File: src/rtl/page_walk_unit.sv
module page_walk_unit #(
  parameter int VA_W  = 32,
  parameter int PPN_W = 22,
  parameter int OFF_W = 12
) (
  input  logic                   clk,
  input  logic                   rst_n,
  input  logic                   req_valid,
  output logic                   req_ready,
  input  logic [VA_W-1:0]        req_vaddr,
  input  logic [1:0]             req_kind,
  input  logic                   req_user,
  input  logic                   req_sum,
  input  logic                   req_mxr,
  input  logic [PPN_W-1:0]       root_ppn,
  input  logic                   ad_fault_en,
  output logic                   mem_req_valid,
  output logic                   mem_write,
  output logic [PPN_W+OFF_W-1:0] mem_addr,
  output logic [31:0]            mem_wdata,
  output logic [31:0]            mem_cmp,
  input  logic                   mem_rsp_valid,
  input  logic [31:0]            mem_rsp_data,
  input  logic                   mem_rsp_err,
  input  logic                   mem_rsp_cmp_fail,
  output logic                   done_valid,
  output logic [PPN_W+OFF_W-1:0] done_paddr,
  output logic [1:0]             done_fault
);
  localparam int VPN_W = (VA_W - OFF_W) / 2;
  localparam int PA_W  = PPN_W + OFF_W;

  typedef enum logic [2:0] {S_IDLE, S_RD, S_RD_WAIT, S_CHK, S_UPD, S_UPD_WAIT, S_FIN} state_t;

  state_t            state;
  logic [VA_W-1:0]   va_q;
  logic [1:0]        kind_q;
  logic              user_q, sum_q, mxr_q, adfe_q, lvl_q;
  logic [PPN_W-1:0]  base_q;
  logic [31:0]       pte_q;
  logic [1:0]        fault_q;

  logic pv, pr, pw, px, pu, pa, pd;
  assign {pd, pa, pu, px, pw, pr, pv} = {pte_q[7:6], pte_q[4:0]};

  logic is_store, is_fetch;
  assign is_store = (kind_q == 2'd1);
  assign is_fetch = (kind_q == 2'd2);

  logic [VPN_W-1:0] vpn_sel;
  assign vpn_sel = lvl_q ? va_q[VA_W-1 -: VPN_W] : va_q[OFF_W +: VPN_W];

  logic bad_pte, leaf, misal, u_bad, perm_ok, need_ad;
  assign bad_pte = !pv || (!pr && pw);
  assign leaf    = pr || px;
  assign misal   = lvl_q && (pte_q[10 +: VPN_W] != '0);
  assign u_bad   = user_q ? !pu : (pu && (is_fetch || !sum_q));
  assign perm_ok = is_fetch ? px : (is_store ? pw : (pr || (mxr_q && px)));
  assign need_ad = !pa || (is_store && !pd);

  logic [31:0] upd_pte;
  assign upd_pte = pte_q | 32'h40 | (is_store ? 32'h80 : 32'h0);

  logic [PA_W-1:0] leaf_paddr;
  assign leaf_paddr = {pte_q[31:10+VPN_W],
                       (lvl_q ? va_q[OFF_W +: VPN_W] : pte_q[10 +: VPN_W]),
                       va_q[OFF_W-1:0]};

  assign req_ready     = (state == S_IDLE);
  assign mem_req_valid = (state == S_RD) || (state == S_UPD);
  assign mem_write     = (state == S_UPD);
  assign mem_addr      = {base_q, vpn_sel, 2'b00};
  assign mem_wdata     = upd_pte;
  assign mem_cmp       = pte_q;
  assign done_valid    = (state == S_FIN);
  assign done_fault    = fault_q;
  assign done_paddr    = (done_valid && fault_q == 2'd0) ? leaf_paddr : '0;

  always_ff @(posedge clk or negedge rst_n) begin
    if (!rst_n) begin
      state   <= S_IDLE;
      va_q    <= '0;
      kind_q  <= '0;
      user_q  <= 1'b0;
      sum_q   <= 1'b0;
      mxr_q   <= 1'b0;
      adfe_q  <= 1'b0;
      lvl_q   <= 1'b0;
      base_q  <= '0;
      pte_q   <= '0;
      fault_q <= '0;
    end else begin
      case (state)
        S_IDLE: if (req_valid) begin
          va_q    <= req_vaddr;
          kind_q  <= req_kind;
          user_q  <= req_user;
          sum_q   <= req_sum;
          mxr_q   <= req_mxr;
          adfe_q  <= ad_fault_en;
          lvl_q   <= 1'b1;
          base_q  <= root_ppn;
          fault_q <= 2'd0;
          state   <= S_RD;
        end
        S_RD: state <= S_RD_WAIT;
        S_RD_WAIT: if (mem_rsp_valid) begin
          pte_q <= mem_rsp_data;
          if (mem_rsp_err) begin
            fault_q <= 2'd2;
            state   <= S_FIN;
          end else begin
            state <= S_CHK;
          end
        end
        S_CHK: begin
          if (bad_pte) begin
            fault_q <= 2'd1;
            state   <= S_FIN;
          end else if (!leaf) begin
            if (!lvl_q) begin
              fault_q <= 2'd1;
              state   <= S_FIN;
            end else begin
              lvl_q  <= 1'b0;
              base_q <= pte_q[31:10];
              state  <= S_RD;
            end
          end else if (misal || u_bad || !perm_ok) begin
            fault_q <= 2'd1;
            state   <= S_FIN;
          end else if (need_ad) begin
            if (adfe_q) begin
              fault_q <= 2'd1;
              state   <= S_FIN;
            end else begin
              state <= S_UPD;
            end
          end else begin
            state <= S_FIN;
          end
        end
        S_UPD: state <= S_UPD_WAIT;
        S_UPD_WAIT: if (mem_rsp_valid) begin
          if (mem_rsp_err) begin
            fault_q <= 2'd2;
            state   <= S_FIN;
          end else if (mem_rsp_cmp_fail) begin
            state <= S_RD;
          end else begin
            pte_q <= upd_pte;
            state <= S_FIN;
          end
        end
        S_FIN: state <= S_IDLE;
        default: state <= S_IDLE;
      endcase
    end
  end

  AST_READY_DROPS: assert property (@(posedge clk) disable iff (!rst_n)
    (req_valid && req_ready) |=> !req_ready);
  AST_DONE_PULSE: assert property (@(posedge clk) disable iff (!rst_n)
    done_valid |=> !done_valid);
  AST_MEM_SINGLE: assert property (@(posedge clk) disable iff (!rst_n)
    mem_req_valid |=> !mem_req_valid);
  AST_NO_MEM_IDLE: assert property (@(posedge clk) disable iff (!rst_n)
    mem_req_valid |-> !req_ready);
  AST_UPD_BITS: assert property (@(posedge clk) disable iff (!rst_n)
    (mem_req_valid && mem_write) |-> (mem_wdata[6] && (((mem_wdata ^ mem_cmp) & ~32'hC0) == 32'h0)));
endmodule

File: config.mk
export PLATFORM = sky130hd
export DESIGN_NAME = page_walk_unit
export DESIGN_NICKNAME = d
export VERILOG_FILES = /design/src/rtl/page_walk_unit.sv
export SDC_FILE = /design/constraint.sdc
export NUM_CORES = 1
export LEC_CHECK = 0
export ABC_AREA = 1
export CAP_MARGIN = 20
export CORE_MARGIN = 2
export CORE_UTILIZATION = 43
export CTS_BUF_LIST = sky130_fd_sc_hd__clkbuf_4 sky130_fd_sc_hd__clkbuf_8
export DETAILED_ROUTE_END_ITERATION = 6
export PLACE_DENSITY_LB_ADDON = 0.15
export RECOVER_POWER = 25
export SLEW_MARGIN = 40
export SYNTH_ARGS = -nofsm -noshare
export SYNTH_HDL_FRONTEND = slang
export SYNTH_SLANG_ARGS = --single-unit
File: constraint.sdc
create_clock -name clk -period 2.1 [get_ports clk]
set_clock_uncertainty 0.1 [all_clocks]
set_input_delay 0.315 -clock clk [delete_from_list [all_inputs] [get_ports clk]]
set_output_delay 0.315 -clock clk [all_outputs]
set_load 0.02 [all_outputs]
# Yosys cells after proc, flatten, opt, wreduce, memory -nomap -nowiden
# Index checks and enable logic that the tools add are counted.
dict set report totals {
  in_bits 98
  ram_bits 0
  latch_bits 0
  n_memories 0
  rom_bits 0
  reg_bits 98
  out_inout_bits 138
}
dict set report op_classes {
  order_cmp 0
  div 0
  n_addsub 0
  mul 0
  shifts 0
  reduce_logical 34
  n_eq_ne 21
  bitwise 1
  n_mux 44
}
# cell count
set op_table {}
lappend op_table {{32-bit two-way mux} 4}
lappend op_table {{22-bit two-way mux} 4}
lappend op_table {{32-bit one-hot mux with 2 select lines} 1}
lappend op_table {{22-bit one-hot mux with 2 select lines} 1}
lappend op_table {{34-bit two-way mux} 1}
lappend op_table {{3-bit two-way mux} 11}
lappend op_table {{32-bit by 8-bit OR with 32-bit output} 1}
lappend op_table {{10-bit two-way mux} 2}
lappend op_table {{2-bit two-way mux} 10}
lappend op_table {{3-bit one-hot mux with 6 select lines} 1}
lappend op_table {{2-bit inequality test, second input constant} 8}
lappend op_table {{5-bit inequality test, second input constant} 2}
lappend op_table {{5-bit AND reduction} 2}
lappend op_table {{10-bit nonzero test} 1}
lappend op_table {{3-bit == test, second input constant} 3}
lappend op_table {{1-bit logical OR} 8}
lappend op_table {{8-bit two-way mux} 1}
lappend op_table {{1-bit logical NOT} 7}
lappend op_table {{7-bit AND reduction} 1}
lappend op_table {{3-bit by 2-bit == test with 1-bit output, second input constant} 2}
lappend op_table {{1-bit logical AND} 6}
lappend op_table {{1-bit two-way mux} 6}
lappend op_table {{2-bit one-hot mux with 3 select lines} 1}
lappend op_table {{2-bit by 1-bit inequality test with 1-bit output, second input constant} 2}
lappend op_table {{other kinds (13)} 14}

# Depth between registers and ports, before layout
# Gate-level depths: netlist (run 1).
dict set report logic_depth {
  depth_word 10
  mapped_depth 11
  ltp_nobuf 11
}

# Worst setup path after synthesis (run 1)
# No wires, ideal clock.
dict set report synth_timing {
  path_type {reg2out}
  startpoint {register state[0]}
  endpoint {output port done_paddr[10]}
  required_ns 1.685
  n_path_buf 2
  arrival_time_ns 1.863
  path_stages_with_launch 6
  path_slack_ns -0.178
  cell_sequence {dfrtp_1 > buf_2 > nor3_1 > nand2_1 > clkbuf_1 > nor2_1}
}
dict set report synth_via {
  elab_chain_len 3
}
# element line
set synth_lines {}
lappend synth_lines {{start: declaration} 35} ;# state_t state;
lappend synth_lines {{start signal: assignment} 81} ;# state <= S_IDLE;
lappend synth_lines {{start signal: assignment} 104} ;# state <= S_RD;
lappend synth_lines {{start signal: assignment} 106} ;# S_RD: state <= S_RD_WAIT;
lappend synth_lines {{3-bit == test} 75} ;# assign done_valid = (state == S_FIN);
lappend synth_lines {{named net done_valid} 26} ;# output logic done_valid,
lappend synth_lines {{1-bit logical AND} 77} ;# assign done_paddr = (done_valid && fault_q == 2'd0) ? leaf_paddr : '0;
lappend synth_lines {{34-bit two-way mux} 77}
lappend synth_lines {{end: declaration} 27} ;# output logic [PPN_W+OFF_W-1:0] done_paddr,
# The timed path passes the listed nets, and every way through them passes these cells.

# Worst setup path in the final report (run 1)
dict set report layout_timing {
  startpoint {register state[0]}
  endpoint {output port done_paddr[3]}
}
dict set report layout_via {
  elab_chain_len 3
}
# element line
set layout_lines {}
lappend layout_lines {{3-bit == test} 75}
lappend layout_lines {{1-bit logical AND} 77}
lappend layout_lines {{34-bit two-way mux} 77}
# Every way passes these cells.

==> results of run 1 <==
[kinds of logic after synthesis]
group / Yosys count / synth area share [%]
AOI/OAI and AO/OA: 95 / 10.6
buffers and inverters: 133 / 14.2
and+or+nand+nor: 265 / 20.8
DFF: 98 / 49.3
muxes: 22 / 4.98
other: 2 / 0.151
[power groups by stage]
| stage | registers, mW | clock network (mW) | logic [mW] |
|---|---|---|---|
| floorplan | 3.83 | 0 | 3.71 |
| global placement | 3.48 | 0 | 6.50 |
| detailed placement | 3.54 | 0 | 6.57 |
| CTS | 3.51 | 1.15 | 6.44 |
| global route | 3.63 | 1.24 | 6.97 |
| finish | 3.51 | 1.11 | 6.44 |
[routing by layer]
metal	track usage (%)	vias up	routed length (um)
met5	0	-	0
met4	7.65	0	204
met3	5.39	16	1060
met2	37.1	183	6800
met1	28.2	2122	5950
li1	-	2276	-
[worst max-delay path by stage]
stage                     cells after the start  slack, ns  startpoint             end
after floorplan                               5       0.07    state[0]  done_paddr[10]
after global placement                        5      0.009    state[0]  done_paddr[19]
after detailed placement                      6      -0.12    state[1]  done_paddr[31]
after CTS                                     4       0.03   kind_q[1]    mem_wdata[7]
after global routing                          5      -0.02    state[0]   done_paddr[3]
final                                         5       0.05    state[0]   done_paddr[3]
[worst max-delay path: stages (launching register included)]
cell	delay, ns
dfrtp_1	0.44
nor3_4	0.28
nand2_4	0.13
clkbuf_16	0.18
nor2_1	0.10
buf_4	0.15
[area by class of cell]
type / count / area share (%)
well taps: 143 / 2.46
clock inverters: 3 / 0.206
repair buffers: 251 / 32.9
multi-input cells: 385 / 25.4
clock buffers: 13 / 2.20
inverters: 59 / 3.09
flip-flops and latches: 98 / 33.7
[sequential cells by signal (all words and copies together) (netlist names)]
name	count
mem_cmp	32
va_q	32
base_q	22
state	3
done_fault	2
kind_q	2
adfe_q	1
lvl_q	1
mxr_q	1
sum_q	1
user_q	1
[Yosys cell counts (all sizes together) (3+ instances only)]
cell    count  area (um^2)
nor2      100          378
nand4       3         18.8
buf        61          437
inv        59          221
nand2     142          538
clkbuf     13         48.8
nand3      16         80.1
a31oi      22          138
nor3        4         20.0
a21oi      33          169
o21ai      37          196
mux2       22          248
dfrtp      98         2450
[through the flow]
step	setup TNS (ns)	cells	util [%]	hold WS, ns
after CTS	0	950	63.3	0.256
final	0	952	64.0	0.404
after global routing	-0.105	952	64.0	0.394
after detailed placement	-2.61	933	63.1	0.105
after floorplan	0	616	-	-0.0806
after global placement	0	933	63.1	0.104
[cell usage in the layout, fill, tap and decap left out, types with 4 or more instances in the layout]
| cell | count |
|---|---|
| dfrtp_1 | 97 |
| buf_12 | 4 |
| a21oi_1 | 32 |
| dlygate4sd2_1 | 13 |
| clkdlybuf4s50_1 | 182 |
| inv_1 | 52 |
| buf_4 | 28 |
| inv_2 | 5 |
| clkinv_2 | 4 |
| nand2_1 | 139 |
| nand3_1 | 16 |
| nor2_1 | 96 |
| mux2_2 | 22 |
| o21ai_0 | 35 |
| a31oi_1 | 22 |
| buf_2 | 16 |
| clkbuf_8 | 10 |
[repair_timing]
item,CTS,global route
pin swaps,1,2
setup buffers,0,1
hold buffers,1,0
gates cloned,0,1
hold endpoints to repair,16,0
endpoints found under the setup margin,48,38
gates resized for setup,159,27
==> metrics.yaml, run 1 <==
setup_path:
  critPathLaunchType: "flip-flop"
  reg2reg_from: "state[0]"
  required_ns: 1.68
  arrival_ns: 1.64
  cp_max_fo: 8
  crit_type: "reg -> out"
  r2r_end: "done_fault[0]"
  ff2ff_setup_slack_ns: 0.21
  cp-end-kind: "primary output"
  r2r_cells: 11
power_and_ir_drop:
  leakagePower_nw: 3.45
  ir_drop_v: 0.000785
  power_frac_seq_pct: 31.7
  power_frac_clock_pct: 10.0
  swShare_pct: 44.5
  internal_power_mw: 6.13
  finalPower_mw: 11.1
  switching_power_mw: 4.92
  power_density_nw_per_um2: 1520
  comb_power_share_pct: 58.3
worst_hold_path:
  worstHoldPathCells: 3
  whs_endpoint: "mem_cmp[5]"
  min_path_type: "in -> reg"
  worstHoldStart: "mem_rsp_data[5]"
global_routing:
  grt_use_total_pct: 22.1
  grt_antenna_before_repair: 0
  first_global_vias: 4572
  overflow: 0
  grt_pass1_wl_mm: 22.4
  grt_max_degree: 56
cts:
  cts_inserted_buffers: 9
  clock_sinks: 98
  cts_tree: "built"
  clk_pin_slew_ns: 0.09
  cts_root_buf: "clkbuf_8"
  cts.path.max_buffers: 2
  insertion_delay_ns: 0.35
  cts_max_level: 3
drt:
  drtIter0Drc: 294
  num_vias: 4597
  routed_wl_mm: 14.0
  vias_per_cell: 4.83
  first_pass_iters: 4
  wl_per_cell_um: 14.7
  drc: 0
  postRouteAntennaNets: 0
timing:
  max_slew_margin_pct: 31.3
  setup_viol: 0
  final_max_slew_viol_count: 0
  rsz0062_at_grt: "yes"
  period_share_pct: 97.7
  finalWorstSetupSlack_ns: 0.0483
  period_minus_slack_ns: 2.05
  fmax_mhz: 487
  tightest_slew_ns: 1.03
  hold_violations: 0
placed_design:
  placed_area_um2: 7180
  pre_cts_slack_ns: -0.125
  hpwl_mm: 10.5
  portBuffers: 232
  place_congestion: 0.894
floorplanning:
  ios: 236
  start_util_pct: 43.8
  die_y_um: 112
  rows: 39
  core_area_um2: 11400
  die_w_um: 112
  fp.dieArea_um2: 12400
run_status:
  status: "finished clean"
logic_synthesis:
  ys.flop_type: "dfrtp_1"
  synthArstFlopShare_pct: 100
  synth_area_um2: 4980
  yosys_warnings: 0
  seq_area_frac_synth_pct: 49.3
  ys_ff_latch: 98
  syn_area_per_cell_um2: 8.09
  synth.distinct_cells: 25
  syn_inst: 615
  synth_edf_count: 0
cells_and_area:
  register_area_um2: 2450
  diodes: 0
  fillerInstances: 995
  drive_gt1_share_pct: 13.5
  postLayoutCellArea_um2: 7280
  nets: 902
  area_growth_pct: 46.3
  multi_input_comb_area_um2: 1850
job:
  cap_violations: 0
(Power assumes the default switching activity.)
==> run 2, diff against run 1 <==
Settings changed: MAX_ROUTING_LAYER from default to met4.
==> metrics.yaml, run 2 (synthesis results as in run 1) <==
global_routing:
  grt_antenna_before_repair: 0  # unchanged
  met1_usage_pct: 28.8  # +0.60 points
  grt_pass1_wl_mm: 22.4  # -0.19%
  first_global_vias: 4589  # +0.37%
  busiest_layer: "met2"
  grt_use_total_pct: 22.8  # +0.68 points
  grt_use_met2_pct: 37.0  # -0.041 points
  overflow: 0  # unchanged
  grt_max_degree: 56  # unchanged
  grtUsageMet3_pct: 4.52  # -0.87 points
cells_and_area:
  final_common_cell: "clkdlybuf4s50_1"
  diodes: 0  # unchanged
  layout_common_cells: "clkdlybuf4s50_1 (182), nand2_1 (139), dfrtp_1 (97), nor2_1 (96), inv_1 (52)"
  final_util_pct: 64.0  # unchanged
  drive_gt1_share_pct: 13.5  # unchanged
  area_growth_pct: 46.3  # unchanged
  nets: 902  # unchanged
  postLayoutCellArea_um2: 7280  # unchanged
drt:
  routed_wl_mm: 14.0  # about the same
  num_vias: 4596  # -0.022%
  postRouteAntennaNets: 0  # unchanged
  vias_per_cell: 4.83  # about the same
  wl_per_cell_um: 14.7  # about the same
  drtIter0Drc: 282  # -4.1%
  first_pass_iters: 4  # unchanged
  drc: 0  # unchanged
timing:
  finalWorstSetupSlack_ns: 0.0526  # +0.00423 ns
  final_max_slew_viol_count: 0  # unchanged
  rsz0062_at_grt: "yes"
  hold_violations: 0  # unchanged
  setup_viol: 0  # unchanged
  period_minus_slack_ns: 2.05  # -0.00423 ns
  tightest_slew_ns: 1.04  # +0.00531 ns
  period_share_pct: 97.5  # -0.20 points
  fmax_mhz: 488  # +0.21%
  max_slew_margin_pct: 30.9  # -0.35 points
  hold_slack_ns: 0.404  # -0.0000750 ns
setup_path:
  crit_type: "reg -> out"
  cp_max_fo: 8  # unchanged
  max_stage_delay_ns: 0.44  # about the same
  arrival_ns: 1.63  # about the same
  worstPathCellList: "nor3_4 > nand2_4 > clkbuf_16 > nor2_1 > buf_4"
  critPathLaunchType: "flip-flop"
  cp-end-kind: "primary output"
  cp_top_family: "simple AND/OR/NAND/NOR gates"
  required_ns: 1.68  # about the same
  critPathBufInv: 2  # unchanged
  cp_slowest_cell: "dfrtp_1"
floorplanning:
  die_y_um: 112  # unchanged
  core_area_um2: 11400  # unchanged
  die_w_um: 112  # unchanged
  start_util_pct: 43.8  # unchanged
  rows: 39  # unchanged
  fp.dieArea_um2: 12400  # unchanged
  ios: 236  # unchanged
cts:
  cts.path.max_buffers: 2  # unchanged
  clock_sinks: 98  # unchanged
  cts_root_buf: "clkbuf_8"
  clk_pin_slew_ns: 0.09  # about the same
  cts_max_level: 3  # unchanged
  cts_tree: "built"
  insertion_delay_ns: 0.35  # about the same
  cts_inserted_buffers: 9  # unchanged
power_and_ir_drop:
  power_density_nw_per_um2: 1520  # about the same
  ir_drop_v: 0.000785  # about the same
  switching_power_mw: 4.93  # +0.21%
  swShare_pct: 44.6  # +0.054 points
  finalPower_mw: 11.1  # about the same
  internal_power_mw: 6.13  # about the same
  power_frac_seq_pct: 31.7  # about the same
  comb_power_share_pct: 58.3  # about the same
  power_frac_clock_pct: 10.0  # about the same
  leakagePower_nw: 3.45  # unchanged
job:
  cap_violations: 0  # unchanged
placed_design:
  portBuffers: 232  # unchanged
  place_congestion: 0.909  # +1.7%
  placed_area_um2: 7180  # unchanged
  pre_cts_slack_ns: -0.125  # unchanged
  hpwl_mm: 10.5  # unchanged
worst_hold_path:
  min_path_type: "in -> reg"
run_status:
  status: "finished clean"
==> run 2: cell counts in the layout (fill, tap and decap cells not counted) <==
Identical to the previous run, type by type.
==> run 2: stage by stage <==
stage,std cells,TNS [ns]
6_report,952,0
4_1_cts,950,0
5_1_grt,952,-0.105
3_5_place_dp,933,-2.61
3_3_place_gp,933,0
2_1_floorplan,616,0
==> run 2: cell type report <==
type	instances	area, um^2
well taps	143	179
clock inverters	3	15.0
fillers	995	4090
inverters	59	225
clock buffers	13	160
multi-input cells	385	1850
flip-flops and latches	98	2450
repair buffers	251	2390
==> run 2: what timing repair did <==
item / CTS / global route
cloned: 0 / 1
hold buffers: 1 / 0
gates resized for setup: 159 / 27
setup buffers: 0 / 1
pin swaps: 1 / 2
endpoints found under the hold margin: 16 / 0
endpoints found under the setup margin: 48 / 38
==> run 2: path summary, 6_finish.rpt <==
check / cells past startpoint / endpoint / from / slack, ns
max: 5 / done_paddr[3] / state[0] / 0.05
min: 3 / mem_cmp[5] / mem_rsp_data[5] / 0.40
max in group asynchronous: 3 / lvl_q / rst_n / 0.34
min reg2reg: 1 / va_q[26] / va_q[26] / 0.41
min in group asynchronous: 2 / base_q[19] / rst_n / 0.56
max reg2reg: 11 / done_fault[0] / state[0] / 0.21
==> run 2: power by group through the flow <==
stage / Sequential, mW / Clock [mW] / Combinational [mW]
after floorplan: 3.83 / 0 / 3.71
after global placement: 3.48 / 0 / 6.50
after detailed placement: 3.54 / 0 / 6.57
after CTS: 3.51 / 1.15 / 6.44
after global routing: 3.63 / 1.24 / 6.97
final: 3.51 / 1.11 / 6.45
==> run 2: metal layers <==
layer / wire [um] / share of wire, %
met1: 6070 / 43
met2: 6800 / 49
met3: 950 / 6.8
met4: 198 / 1.4
met5: 0 / 0
==> run 2: worst register-to-register path, stage by stage, from the launching register on <==
cell	delay, ns
dfrtp_1	0.44
buf_4	0.18
nand3_1	0.20
inv_2	0.10
nand2_1	0.10
nand2_1	0.06
nor2_1	0.16
nand2_1	0.07
nor2_1	0.18
nand2_1	0.10
nand2_1	0.07
nand2_1	0.04
==> run 3, diff against run 2 <==
Settings changed: REMOVE_ABC_BUFFERS from default to 1, SLEW_MARGIN 40 to default.
==> metrics.yaml, run 3 (synthesis results as in run 1) <==
run_status:
  status: "finished clean"
timing:
  setup-tns-final_ns: 0  # unchanged
  final_max_slew_viol_count: 0  # unchanged
  fmax_mhz: 490  # +0.32%
  max_slew_margin_pct: 35.6  # +4.7 points
  period_share_pct: 97.2  # -0.32 points
  rsz0062_at_grt: "no"
  setup_viol: 0  # unchanged
  tightest_slew_ns: 0.966  # -0.0699 ns
  hold_violations: 0  # unchanged
  period_minus_slack_ns: 2.04  # -0.00663 ns
setup_path:
  critPathLaunchType: "flip-flop"
  reg2reg_from: "state[1]"
  r2r_cells: 10  # -1
  arrival_ns: 1.63  # about the same
  ff2ff_setup_slack_ns: 0.15  # -0.06 ns
  cp-end-kind: "primary output"
  required_ns: 1.68  # about the same
  r2r_end: "state[2]"
  crit_type: "reg -> out"
  cp_max_fo: 26  # +18
cells_and_area:
  final_common_cell: "clkdlybuf4s50_1"
  nets: 912  # +1.1%
  register_area_um2: 2450  # unchanged
  drive_gt1_share_pct: 14.8  # +1.3 points
  area_growth_pct: 48.4
  multi_input_comb_area_um2: 1850  # unchanged
  fillerInstances: 1024  # +2.9%
  diodes: 0  # unchanged
  layout_common_cells: "clkdlybuf4s50_1 (182), nand2_1 (139), dfrtp_1 (97), nor2_1 (96), inv_1 (52)"
  postLayoutCellArea_um2: 7380  # +1.4%
  final_cells: 962  # +1.1%
floorplanning:
  die_y_um: 112  # unchanged
  core_area_um2: 11400  # unchanged
  start_util_pct: 43.8  # unchanged
  die_w_um: 112  # unchanged
  fp.dieArea_um2: 12400  # unchanged
  ios: 236  # unchanged
  rows: 39  # unchanged
power_and_ir_drop:
  power_frac_seq_pct: 30.3  # -1.4 points
  power_frac_clock_pct: 12.3  # +2.3 points
  switching_power_mw: 5.02  # +1.7%
  internal_power_mw: 6.49  # +5.9%
  power_density_nw_per_um2: 1560  # +2.5%
  comb_power_share_pct: 57.4  # -0.9 points
  swShare_pct: 43.6  # -0.98 points
  leakagePower_nw: 3.50  # +1.2%
  ir_drop_v: 0.000955  # +22%
cts:
  cts.path.max_buffers: 2  # unchanged
  clock_sinks: 98  # unchanged
  cts_tree: "built"
  cts_inserted_buffers: 9  # unchanged
  clk_pin_slew_ns: 0.09  # about the same
  insertion_delay_ns: 0.36  # about the same
  cts_max_level: 3  # unchanged
  cts_root_buf: "clkbuf_8"
global_routing:
  grt_use_total_pct: 24.2  # +1.4 points
  grt_pass1_wl_mm: 23.4  # +4.8%
  grt_max_degree: 45  # -20%
  overflow: 0  # unchanged
  grt_antenna_before_repair: 0  # unchanged
  first_global_vias: 4633  # +0.96%
drt:
  drtIter0Drc: 224  # -21%
  vias_per_cell: 4.85  # +0.51%
  routed_wl_mm: 14.5  # +3.5%
  drc: 0  # unchanged
  postRouteAntennaNets: 0  # unchanged
  first_pass_iters: 4  # unchanged
  wl_per_cell_um: 15.1  # +2.5%
  num_vias: 4668  # +1.6%
worst_hold_path:
  whs_endpoint: "mem_cmp[5]"
  min_path_type: "in -> reg"
  worstHoldPathCells: 3  # unchanged
  worstHoldStart: "mem_rsp_data[5]"
placed_design:
  hpwl_mm: 11.0  # +4.6%
  placed_area_um2: 7280  # +1.4%
  place_inst: 942  # +0.96%
  portBuffers: 232  # unchanged
  place_congestion: 0.857  # -5.8%
job:
  cap_violations: 0  # unchanged
## run 3: cell count changes in the layout (fill, tap and decap cells not counted), sizes merged
| cell | before | now |
|---|---|---|
| buf | 50 | 59 |
| bufinv | 0 | 2 |
| clkbuf | 17 | 18 |
| clkdlybuf4s15 | 0 | 1 |
| clkinv | 4 | 1 |
| clkinvlp | 0 | 3 |
| dlygate4sd2 | 13 | 11 |
| dlymetal6s2s | 1 | 0 |
## run 3: through the flow
stage | setup slack [ns] | power, mW | util [%] | hold WS [ns]
3_5_place_dp | -0.109 | 10.3 | 64.0 | 0.214
2_1_floorplan | -0.897 | 6.85 | - | -0.0806
4_1_cts | -0.0138 | 11.6 | 66.0 | 0.356
3_3_place_gp | -0.0343 | 10.1 | 64.0 | 0.211
5_1_grt | 0.000679 | 12.3 | 64.9 | 0.386
6_report | 0.0592 | 11.5 | 64.9 | 0.397
## run 3: worst max-delay path by stage
stage,slack (ns),from,depth (start not counted),end
2_1_floorplan,-0.90,state[2],5,mem_cmp[6]
3_3_place_gp,-0.03,state[1],6,done_paddr[30]
3_5_place_dp,-0.11,state[1],6,done_paddr[30]
4_1_cts,-0.01,state[1],7,done_paddr[18]
5_1_grt,0.0007,state[0],5,done_paddr[33]
6_report,0.06,state[0],5,done_paddr[33]
## run 3: critical path, stage by stage, from the launching register on
cell     delay, ns
dfrtp_1       0.42
nor3_4        0.23
nand2_2       0.13
buf_12        0.18
nor2_1        0.11
buf_2         0.19
## run 3: cell type report
cell class	count	share of cell area [%]
inverters	59	3.05
clock inverters	4	0.983
repair inverters	1	0.102
clock buffers	12	2.24
repair buffers	260	32.9
flip-flops and latches	98	33.2
well taps	143	2.42
multi-input cells	385	25.1
## run 3: metal layers
metal  global-route usage (%)  routed length [um]
met1                     30.9                6250
met2                     40.0                7130
met3                     3.05                 819
met4                     8.48                 310
met5                        -                   0
## run 3: what timing repair did
action	CTS	global route
buffers inserted	3	0
gates cloned	1	0
hold buffers	1	0
hold endpoints to repair	34	0
pin swaps	1	1
gates resized for setup	143	31
setup endpoints to repair	49	37
## run 3: power by group through the flow
| stage | Combinational, mW | Sequential (mW) | Clock (mW) |
|---|---|---|---|
| floorplan | 2.42 | 4.43 | 0 |
| global placement | 6.67 | 3.47 | 0 |
| finish | 6.61 | 3.49 | 1.41 |
| global route | 7.17 | 3.61 | 1.52 |
| detailed placement | 6.75 | 3.52 | 0 |
| CTS | 6.66 | 3.49 | 1.45 |
